`config.mk`:
```
export PLATFORM = sky130hd
export DESIGN_NAME = sdclk_divider
export DESIGN_NICKNAME = d
export VERILOG_FILES = /design/src/rtl/sdclk_pkg.sv /design/src/rtl/sdclk_ctrl_reg.sv /design/src/rtl/sdclk_phase_gen.sv /design/src/rtl/sdclk_gate.sv /design/src/rtl/sdclk_divider.sv
export SDC_FILE = /design/constraint.sdc
export NUM_CORES = 1
export LEC_CHECK = 0
export ABC_CLOCK_PERIOD_IN_PS = 9050
export BUFFER_PORTS_ARGS = -buffer_cell sky130_fd_sc_hd__buf_2
export CAP_MARGIN = 20
export CORE_MARGIN = 2
export CORE_UTILIZATION = 55
export CTS_CLUSTER_DIAMETER = 30
export DETAILED_ROUTE_END_ITERATION = 10
export PLACE_DENSITY = 0.85
export RECOVER_POWER = 50
export SLEW_MARGIN = 5
export SYNTH_ARGS = -nofsm -noshare
export SYNTH_HDL_FRONTEND = slang
export SYNTH_SLANG_ARGS = --single-unit
```
`constraint.sdc`:
```
create_clock -name clk_i -period 9.05 [get_ports clk_i]
set_input_delay 0.4525 -clock clk_i [delete_from_list [all_inputs] [get_ports clk_i]]
set_output_delay 0.4525 -clock clk_i [all_outputs]
set_load 0.03 [all_outputs]
```
`src/rtl/sdclk_pkg.sv`:
```
package sdclk_pkg;

  localparam int PC_W   = 3;
  localparam int FC_W   = 2;
  localparam int PC_MAX = 4;
  localparam int FC_MAX = 1;
  localparam int CNT_W  = PC_MAX + FC_MAX + 1;
  localparam int RAT_W  = CNT_W + 1;

  localparam int HS_STOP_BIT   = 9;
  localparam int CARD_STOP_BIT = 8;
  localparam int PC_LSB        = 2;
  localparam int FC_LSB        = 0;

  function automatic logic code_ok(logic [PC_W-1:0] pc, logic [FC_W-1:0] fc);
    return (int'(pc) <= PC_MAX) && (int'(fc) <= FC_MAX);
  endfunction

  function automatic logic [RAT_W-1:0] card_ratio(logic [PC_W-1:0] pc,
                                                  logic [FC_W-1:0] fc);
    return RAT_W'(1) << (int'(pc) + int'(fc) + 1);
  endfunction

  function automatic logic [RAT_W-1:0] hs_ratio(logic [PC_W-1:0] pc);
    return RAT_W'(2) << int'(pc);
  endfunction

endpackage

```
`src/rtl/sdclk_ctrl_reg.sv`:
```
module sdclk_ctrl_reg
  import sdclk_pkg::*;
#(
  parameter int DW = 32
) (
  input  logic            clk,
  input  logic            rst_n,
  input  logic            wr_en,
  input  logic [DW-1:0]   wr_data,
  output logic [DW-1:0]   rd_data,
  output logic            hs_stop,
  output logic            card_stop,
  output logic [PC_W-1:0] pc,
  output logic [FC_W-1:0] fc,
  output logic            err
);

  logic [PC_W-1:0] wr_pc;
  logic [FC_W-1:0] wr_fc;
  logic            wr_accept;
  logic            wr_reject;
  logic            unused_wr;

  assign wr_pc     = wr_data[PC_LSB +: PC_W];
  assign wr_fc     = wr_data[FC_LSB +: FC_W];
  assign wr_accept = wr_en && code_ok(wr_pc, wr_fc);
  assign wr_reject = wr_en && !code_ok(wr_pc, wr_fc);
  assign unused_wr = ^wr_data;

  always_ff @(posedge clk or negedge rst_n) begin
    if (!rst_n) begin
      hs_stop   <= 1'b1;
      card_stop <= 1'b1;
      pc        <= '0;
      fc        <= '0;
    end else if (wr_accept) begin
      hs_stop   <= wr_data[HS_STOP_BIT];
      card_stop <= wr_data[CARD_STOP_BIT];
      pc        <= wr_pc;
      fc        <= wr_fc;
    end
  end

  always_ff @(posedge clk or negedge rst_n) begin
    if (!rst_n)         err <= 1'b0;
    else if (wr_reject) err <= 1'b1;
  end

  always_comb begin
    rd_data                  = '0;
    rd_data[HS_STOP_BIT]     = hs_stop;
    rd_data[CARD_STOP_BIT]   = card_stop;
    rd_data[PC_LSB +: PC_W]  = pc;
    rd_data[FC_LSB +: FC_W]  = fc;
  end

  // refused write leaves every stored field as it was
  a_r5_reject_keeps: assert property (@(posedge clk) disable iff (!rst_n)
    wr_reject |=> $stable({hs_stop, card_stop, pc, fc}));

  // refused write raises the flag on the next cycle
  a_r6_err_rise: assert property (@(posedge clk) disable iff (!rst_n)
    wr_reject |=> err);

  // flag never falls outside reset
  a_r6_err_sticky: assert property (@(posedge clk) disable iff (!rst_n)
    err |=> err);

  // stored codes always lie in the supported set
  a_r5_codes_valid: assert property (@(posedge clk) disable iff (!rst_n)
    (int'(pc) <= PC_MAX) && (int'(fc) <= FC_MAX));

endmodule

```
`src/rtl/sdclk_phase_gen.sv`:
```
module sdclk_phase_gen
  import sdclk_pkg::*;
(
  input  logic            clk,
  input  logic            rst_n,
  input  logic [PC_W-1:0] new_pc,
  input  logic [FC_W-1:0] new_fc,
  output logic            card_raw,
  output logic            hs_raw,
  output logic            card_end,
  output logic            hs_end
);

  logic [PC_W-1:0]  act_pc;
  logic [FC_W-1:0]  act_fc;
  logic [CNT_W-1:0] phase;
  logic [RAT_W-1:0] n_card;
  logic [RAT_W-1:0] n_hs;
  logic [RAT_W-1:0] ph_ext;
  logic [RAT_W-1:0] hs_mask;
  logic [RAT_W-1:0] hs_pos;

  assign n_card   = card_ratio(act_pc, act_fc);
  assign n_hs     = hs_ratio(act_pc);
  assign ph_ext   = {1'b0, phase};
  assign hs_mask  = n_hs - RAT_W'(1);
  assign hs_pos   = ph_ext & hs_mask;
  assign card_end = (ph_ext == n_card - RAT_W'(1));
  assign hs_end   = (hs_pos == hs_mask);
  assign card_raw = (ph_ext < (n_card >> 1));
  assign hs_raw   = (hs_pos < (n_hs >> 1));

  always_ff @(posedge clk or negedge rst_n) begin
    if (!rst_n) begin
      phase  <= '0;
      act_pc <= '0;
      act_fc <= '0;
    end else if (card_end) begin
      phase  <= '0;
      act_pc <= new_pc;
      act_fc <= new_fc;
    end else begin
      phase  <= phase + CNT_W'(1);
    end
  end

  // running ratio moves only on a card-period boundary
  a_r7_ratio_hold: assert property (@(posedge clk) disable iff (!rst_n)
    !card_end |=> ($stable(act_pc) && $stable(act_fc)));

  // phase counter stays inside the running card period
  a_r3_phase_bound: assert property (@(posedge clk) disable iff (!rst_n)
    ph_ext < n_card);

  // every card boundary is also a high-speed boundary
  a_r4_aligned: assert property (@(posedge clk) disable iff (!rst_n)
    card_end |-> hs_end);

endmodule

```
`src/rtl/sdclk_gate.sv`:
```
module sdclk_gate #(
  parameter int STAGES = 2
) (
  input  logic clk,
  input  logic rst_n,
  input  logic stop,
  input  logic raw,
  input  logic boundary,
  output logic clk_out
);

  logic stop_s;
  logic run_q;

  generate
    if (STAGES == 0) begin : g_nosync
      assign stop_s = stop;
    end else if (STAGES == 1) begin : g_sync1
      logic s_q;
      always_ff @(posedge clk or negedge rst_n) begin
        if (!rst_n) s_q <= 1'b1;
        else        s_q <= stop;
      end
      assign stop_s = s_q;
    end else begin : g_syncn
      logic [STAGES-1:0] s_q;
      always_ff @(posedge clk or negedge rst_n) begin
        if (!rst_n) s_q <= '1;
        else        s_q <= {s_q[STAGES-2:0], stop};
      end
      assign stop_s = s_q[STAGES-1];
    end
  endgenerate

  always_ff @(posedge clk or negedge rst_n) begin
    if (!rst_n)        run_q <= 1'b0;
    else if (boundary) run_q <= !stop_s;
  end

  always_ff @(posedge clk or negedge rst_n) begin
    if (!rst_n) clk_out <= 1'b0;
    else        clk_out <= raw & run_q;
  end

  // the run decision flips only while the output is low
  a_r10_flip_low: assert property (@(posedge clk) disable iff (!rst_n)
    !$stable(run_q) |-> !clk_out);

  // a stopped gate produces no high level next cycle
  a_r8_stopped_low: assert property (@(posedge clk) disable iff (!rst_n)
    !run_q |=> !clk_out);

endmodule

```
`src/rtl/sdclk_divider.sv`:
```
module sdclk_divider
  import sdclk_pkg::*;
#(
  parameter int DW          = 32,
  parameter int SYNC_STAGES = 2
) (
  input  logic          clk_i,
  input  logic          rst_ni,
  input  logic          wr_en_i,
  input  logic [DW-1:0] wr_data_i,
  output logic [DW-1:0] rd_data_o,
  output logic          err_o,
  output logic          hs_clk_o,
  output logic          card_clk_o
);

  logic            hs_stop;
  logic            card_stop;
  logic [PC_W-1:0] cfg_pc;
  logic [FC_W-1:0] cfg_fc;
  logic            card_raw;
  logic            hs_raw;
  logic            card_end;
  logic            hs_end;

  sdclk_ctrl_reg #(.DW(DW)) u_reg (
    .clk       (clk_i),
    .rst_n     (rst_ni),
    .wr_en     (wr_en_i),
    .wr_data   (wr_data_i),
    .rd_data   (rd_data_o),
    .hs_stop   (hs_stop),
    .card_stop (card_stop),
    .pc        (cfg_pc),
    .fc        (cfg_fc),
    .err       (err_o)
  );

  sdclk_phase_gen u_phase (
    .clk      (clk_i),
    .rst_n    (rst_ni),
    .new_pc   (cfg_pc),
    .new_fc   (cfg_fc),
    .card_raw (card_raw),
    .hs_raw   (hs_raw),
    .card_end (card_end),
    .hs_end   (hs_end)
  );

  sdclk_gate #(.STAGES(SYNC_STAGES)) u_hs_gate (
    .clk      (clk_i),
    .rst_n    (rst_ni),
    .stop     (hs_stop),
    .raw      (hs_raw),
    .boundary (hs_end),
    .clk_out  (hs_clk_o)
  );

  sdclk_gate #(.STAGES(SYNC_STAGES)) u_card_gate (
    .clk      (clk_i),
    .rst_n    (rst_ni),
    .stop     (card_stop),
    .raw      (card_raw),
    .boundary (card_end),
    .clk_out  (card_clk_o)
  );

  // bits outside the defined fields always read zero
  a_r2_read_mask: assert property (@(posedge clk_i) disable iff (!rst_ni)
    (rd_data_o & ~DW'(32'h0000_031F)) == '0);

endmodule

```
; Yosys cells after proc, flatten, opt, wreduce, memory -nomap -nowiden
; Cells that the tools add are included.
[totals]
elab_cells = 37
reg_bits = 27
[classes]
n_reduce_logical = 6
mux = 1
bitwise_logic = 3
n_lt_le_gt_ge = 4
add_sub_neg = 5
eq_ne = 2
n_shift = 2
[ops]
columns = operator, count
row1 = "adder 32 x 2 -> 32 bit, second input constant", 1
row2 = "<< shifter 1 x 32 -> 7 bit, first input constant", 1
row3 = "subtractor 7 x 1 -> 7 bit, second input constant", 2
row4 = bitwise AND 6 x 7 -> 7 bit, 1
row5 = equality test 6 x 7 -> 1 bit, 1
row6 = equality test 7 bit, 1
row7 = < comparator 7 x 6 -> 1 bit, 1
row8 = "<< shifter 2 x 3 -> 7 bit, first input constant", 1
row9 = "adder 6 x 1 -> 6 bit, second input constant", 1
row10 = < comparator 6 bit, 1
row11 = 2-to-1 mux 6 bit, 1
row12 = adder 3 x 2 -> 4 bit, 1
row13 = "<= comparator 3 bit, second input constant", 1
row14 = logical AND 1 bit, 3
row15 = zero test 1 bit, 3
row16 = bitwise AND 1 bit, 2
row17 = "<= comparator 2 x 1 -> 1 bit, second input constant", 1

; Depth between registers and ports, before layout
[logic_depth]
ltp_word = 6
ltp_mapped = 18
depth_no_buf = 16

; By module
; From an unflattened synthesis, not the netlist that was laid out.
[unflattened]
cells_unflattened = 217
hier_area_um2 = 2048.2
[modules_own_cells]
columns = module, area_per_inst_um2, cells_per_inst, n_inst, seq_area_each_um2
row1 = sdclk_phase_gen, 1208.7, 141, 1, 275.3
row2 = sdclk_ctrl_reg, 604.3, 62, 1, 202.7
row3 = sdclk_gate, 117.6, 7, 2, 102.6

; Worst setup path before layout
; No wires, ideal clock.
[synth_timing]
path_kind = reg-to-reg
from = register u_phase.act_pc[0]
to = register u_phase.act_fc[0]
t_arrival_ns = 3.811
path_buffers = 2
synth_period_minus_slack_ns = 3.936
setup_slack_ns = 5.114
stages_incl_launch_ff = 16
path_cell_list = dfrtp_1 ha_1 fa_1 ha_1 nand2_1 or3_4 a41oi_4 nand3_4 ha_1 clkbuf_1 xor2_1 xnor2_1 a311oi_2 nand4_2 buf_6 mux2_4
[synth_via]
elab_chain_cells = 5
[synth_lines]
columns = item, line_no
row1 = start: declaration, sdclk_phase_gen.sv:14  ; logic [PC_W-1:0] act_pc;
row2 = start signal: assignment, sdclk_phase_gen.sv:40  ; act_pc <= new_pc;
row3 = adder 3 x 2 -> 4 bit, sdclk_pkg.sv:21  ; return RAT_W'(1) << (int'(pc) + int'(fc) + 1);
row4 = adder 32 x 2 -> 32 bit, sdclk_pkg.sv:21
row5 = << shifter 1 x 32 -> 7 bit, sdclk_pkg.sv:21
row6 = subtractor 7 x 1 -> 7 bit, sdclk_phase_gen.sv:28  ; assign card_end = (ph_ext == n_card - RAT_W'(1));
row7 = equality test 6 x 7 -> 1 bit, sdclk_phase_gen.sv:28
row8 = end signal: assignment, sdclk_phase_gen.sv:41  ; act_fc <= new_fc;
row9 = end: declaration, sdclk_phase_gen.sv:15  ; logic [FC_W-1:0] act_fc;
; Every way passes these cells.
; A chain may end at the register's enable or synchronous reset.

; Worst setup path after layout
[layout_timing]
from = register u_phase.act_pc[0]
to = register u_phase.act_fc[1]
; Same word-level chain as after synthesis.

==> flow_summary.toml <==
[outcome]
outcome = "completed"

[setup_path]
crit_top_cell = "ha_1"
path_buf_inv = 0
critPathSlowestCell = "fa_1"
required_ps = 9220
cp.arrival_ps = 4660
rr_worst_depth = 13
critPathTopFamily = "adder cells"
worst_setup_path_start_kind = "flop"
rrSetupSlack_ps = 4560
r2r_end = "u_phase.act_fc[1]"
max_stage_delay_ps = 610
cp-end-kind = "flop"
crit_type = "reg2reg"
timing.rr.start = "u_phase.act_pc[0]"
crit_fanout = 12
path_cells = "ha_1, fa_1, ha_1, nand2_1, or3_4, a41oi_4, nand3_4, ha_1, xor2_1, xnor2_1, a311oi_2, nand4_2, mux2_4"

[finish]
final_area_sq_mm = 0.00226
multi_input_area_sq_mm = 0.00134
fin_cells = 288
final_util_pct = 57.6
seqCellArea_sq_um = 683
n_fill_cell = 346
antenna_cells = 0
layout-drive-gt1-share_pct = 19.7
syn_to_final_growth_pct = 2.33
fin_nets = 293

[place]
io_buffers = 19
dp_hpwl_um = 2930
dp.cells = 284
gp_congestion = 0.815
placed_area_sq_mm = 0.00221

[floorplanning]
core-area_sq_mm = 0.00391
dieWidth_um = 67.3
die_area_sq_mm = 0.00453
die_h_um = 67.3
ioPinCount = 70
initial_utilization_pct = 56.3
placementRows = 23

[timing]
drv_slew = 0
worst_pin_slew_ps = 1410
fmaxAchievable_mhz = 223
layout_min_cycle_time_ps = 4490
slew-limit-headroom_pct = 6.29
setup_violations = 0
finalCritPeriodShare_pct = 49.6
fin_skew_ps = 3.60
tns_ps = 0
grt_setup_unrepaired = "false"
hold_viol = 0

[clock_network]
ctsRootBufferMaster = "clkbuf_8"
clock-sinks = 27
clk_latency_ps = 280
hold_buffers = 0
clk_path_buf_depth = 2
cts_tree = "done"
cts-buffers-inserted = 3
post_cts.repair.setup_buffers = 0
post_cts_resize_count = 0
path_clk_slew_ps = 90
htreeDepth = 1

[yosys]
synth_cell_types = 52
avgSynthCellArea_sq_um = 9.75
yosys_warnings = 0
synth_top_flop_cell = "dfrtp_1"
async_flop_share_pct = 100
yosysSeqAreaShare_pct = 31.0
synth_edf_count = 0
syn_inst = 226
synth-seq-cells = 27
netlist_area_sq_mm = 0.00220

[drt]
wl_per_cell_um = 13.9
ant_nets = 0
dr.pass1.iters = 5
routed_wl_um = 4000
route.detailed.drc = 0
vias = 1536
drt_iter0_markers = 69
vias_per_cell = 5.33

[grt]
grt_max_degree = 28
grt_first_pass_wirelength_um = 6710
grt_pass1_vias = 1456
track_usage_pct = 19.7
antenna_found_initial = 0
gr-total-overflow = 0

[worst_hold_path]
hold_end = "u_card_gate.g_syncn.s_q[1]"
hold_depth = 0
hp-start = "u_card_gate.g_syncn.s_q[0]"
min_path_type = "reg2reg"

[pwr]
p_sw_share_pct = 49.1
p_int_uw = 514
pwr-share-clk_pct = 7.0
peakVddDrop_mv = 0.180
p_switching_uw = 497
p_comb_share_pct = 71.1
powerDensity_mw_per_mm2 = 448
power.leakage_uw = 0.00103
pwr-share-seq_pct = 21.9

[flow_run]
max_cap_viol_count = 0
==> Yosys cell counts (4+ instances only) <==
library cell,count,share of area [%]
nor2_1,8,1.4
xnor2_1,8,3.2
inv_1,9,1.5
xor2_1,5,2.0
ha_1,18,10
mux2_2,9,4.6
a21oi_1,7,1.6
nand2_1,17,2.9
nor2b_1,5,1.4
buf_4,27,9.2
clkbuf_1,5,0.85
o21ai_0,13,3.0
dfrtp_1,21,24
and2_1,9,2.6
dfstp_2,6,7.2
nand3b_1,4,1.4
nand2b_1,5,1.4
==> flip-flops by register name, indices dropped and copies added, names as in the netlist <==
name                     count
u_phase.phase                6
u_phase.act_pc               3
u_reg.pc                     3
u_card_gate.g_syncn.s_q      2
u_hs_gate.g_syncn.s_q        2
u_phase.act_fc               2
u_reg.fc                     2
u_card_gate.clk_out          1
u_card_gate.run_q            1
u_hs_gate.clk_out            1
u_hs_gate.run_q              1
u_reg.card_stop              1
u_reg.err                    1
u_reg.hs_stop                1
==> cells in the final DEF, fill, tap and decap left out, drive strengths merged, types with 2 or more instances in the layout <==
| master | instances |
|---|---|
| a21o | 2 |
| a21oi | 7 |
| and2 | 10 |
| buf | 17 |
| clkbuf | 5 |
| conb | 25 |
| dfrtp | 21 |
| dfstp | 6 |
| ha | 18 |
| inv | 9 |
| mux2 | 12 |
| mux2i | 3 |
| nand2 | 17 |
| nand2b | 5 |
| nand3 | 4 |
| nand3b | 4 |
| nand4 | 2 |
| nor2 | 9 |
| nor2b | 5 |
| o211ai | 3 |
| o21ai | 13 |
| o22ai | 2 |
| or3 | 4 |
| or3b | 2 |
| xnor2 | 8 |
| xnor3 | 2 |
| xor2 | 5 |
==> worst max path at each step <==
stage,start,endpoint,slack [ps],cells after the start
floorplan,u_phase.act_pc[0],u_phase.act_fc[0],5110,15
global placement,u_phase.act_pc[0],u_phase.act_fc[1],4740,13
finish,u_phase.act_pc[0],u_phase.act_fc[1],4560,13
global route,u_phase.act_pc[0],u_phase.act_pc[1],4320,16
CTS,u_phase.act_pc[0],u_phase.act_fc[1],4580,13
detailed placement,u_phase.act_pc[0],u_phase.act_fc[1],4620,13
==> power by group through the flow <==
| stage | clock network, uW | registers (uW) | logic, uW |
|---|---|---|---|
| 2_1_floorplan | 0 | 206 | 607 |
| 3_3_place_gp | 0 | 219 | 673 |
| 3_5_place_dp | 0 | 222 | 703 |
| 4_1_cts | 73.2 | 221 | 713 |
| 5_1_grt | 77.6 | 229 | 795 |
| 6_report | 71.0 | 221 | 718 |
==> metrics by stage <==
stage                     total power [uW]  setup WS (ps)  hold WS [ps]
after detailed placement               925           4620           349
after global placement                 892           4740           345
after floorplan                        814           5110           157
after CTS                             1010           4580           178
final                                 1010           4560           363
after global routing                  1100           4320           366
==> cell type report <==
| type | instances | share of cell area [%] |
|---|---|---|
| multi-input cells | 179 | 59.2 |
| flip-flops and latches | 27 | 30.3 |
| repair buffers | 19 | 4.10 |
| well taps | 50 | 2.77 |
| clock buffers | 3 | 1.83 |
| inverters | 9 | 1.50 |
| clock inverters | 1 | 0.333 |
==> per-layer routing <==
| layer | vias to the layer above | wire length (um) | global-route usage, % |
|---|---|---|---|
| met5 | - | 0 | 0 |
| met4 | 0 | 64 | 8.67 |
| met3 | 7 | 149 | 2.83 |
| met2 | 57 | 2050 | 33.5 |
| met1 | 719 | 1740 | 25.0 |
| li1 | 753 | - | - |
==> cells by family (layout without fill, tap and decap cells) <==
family                     Yosys count  after routing  synth area share [%]
muxes                               15             15                  8.00
and+or+nand+nor                     67             67                  17.7
DFF                                 27             27                  31.0
xor gates and xnor gates            15             15                  7.21
adders and majority gates           19             19                  11.1
AOI/OAI and AO/OA                   38             38                  12.3
other                                1             25                 0.170
buffers and inverters               44             32                  12.5
(Power assumes the default switching activity.)
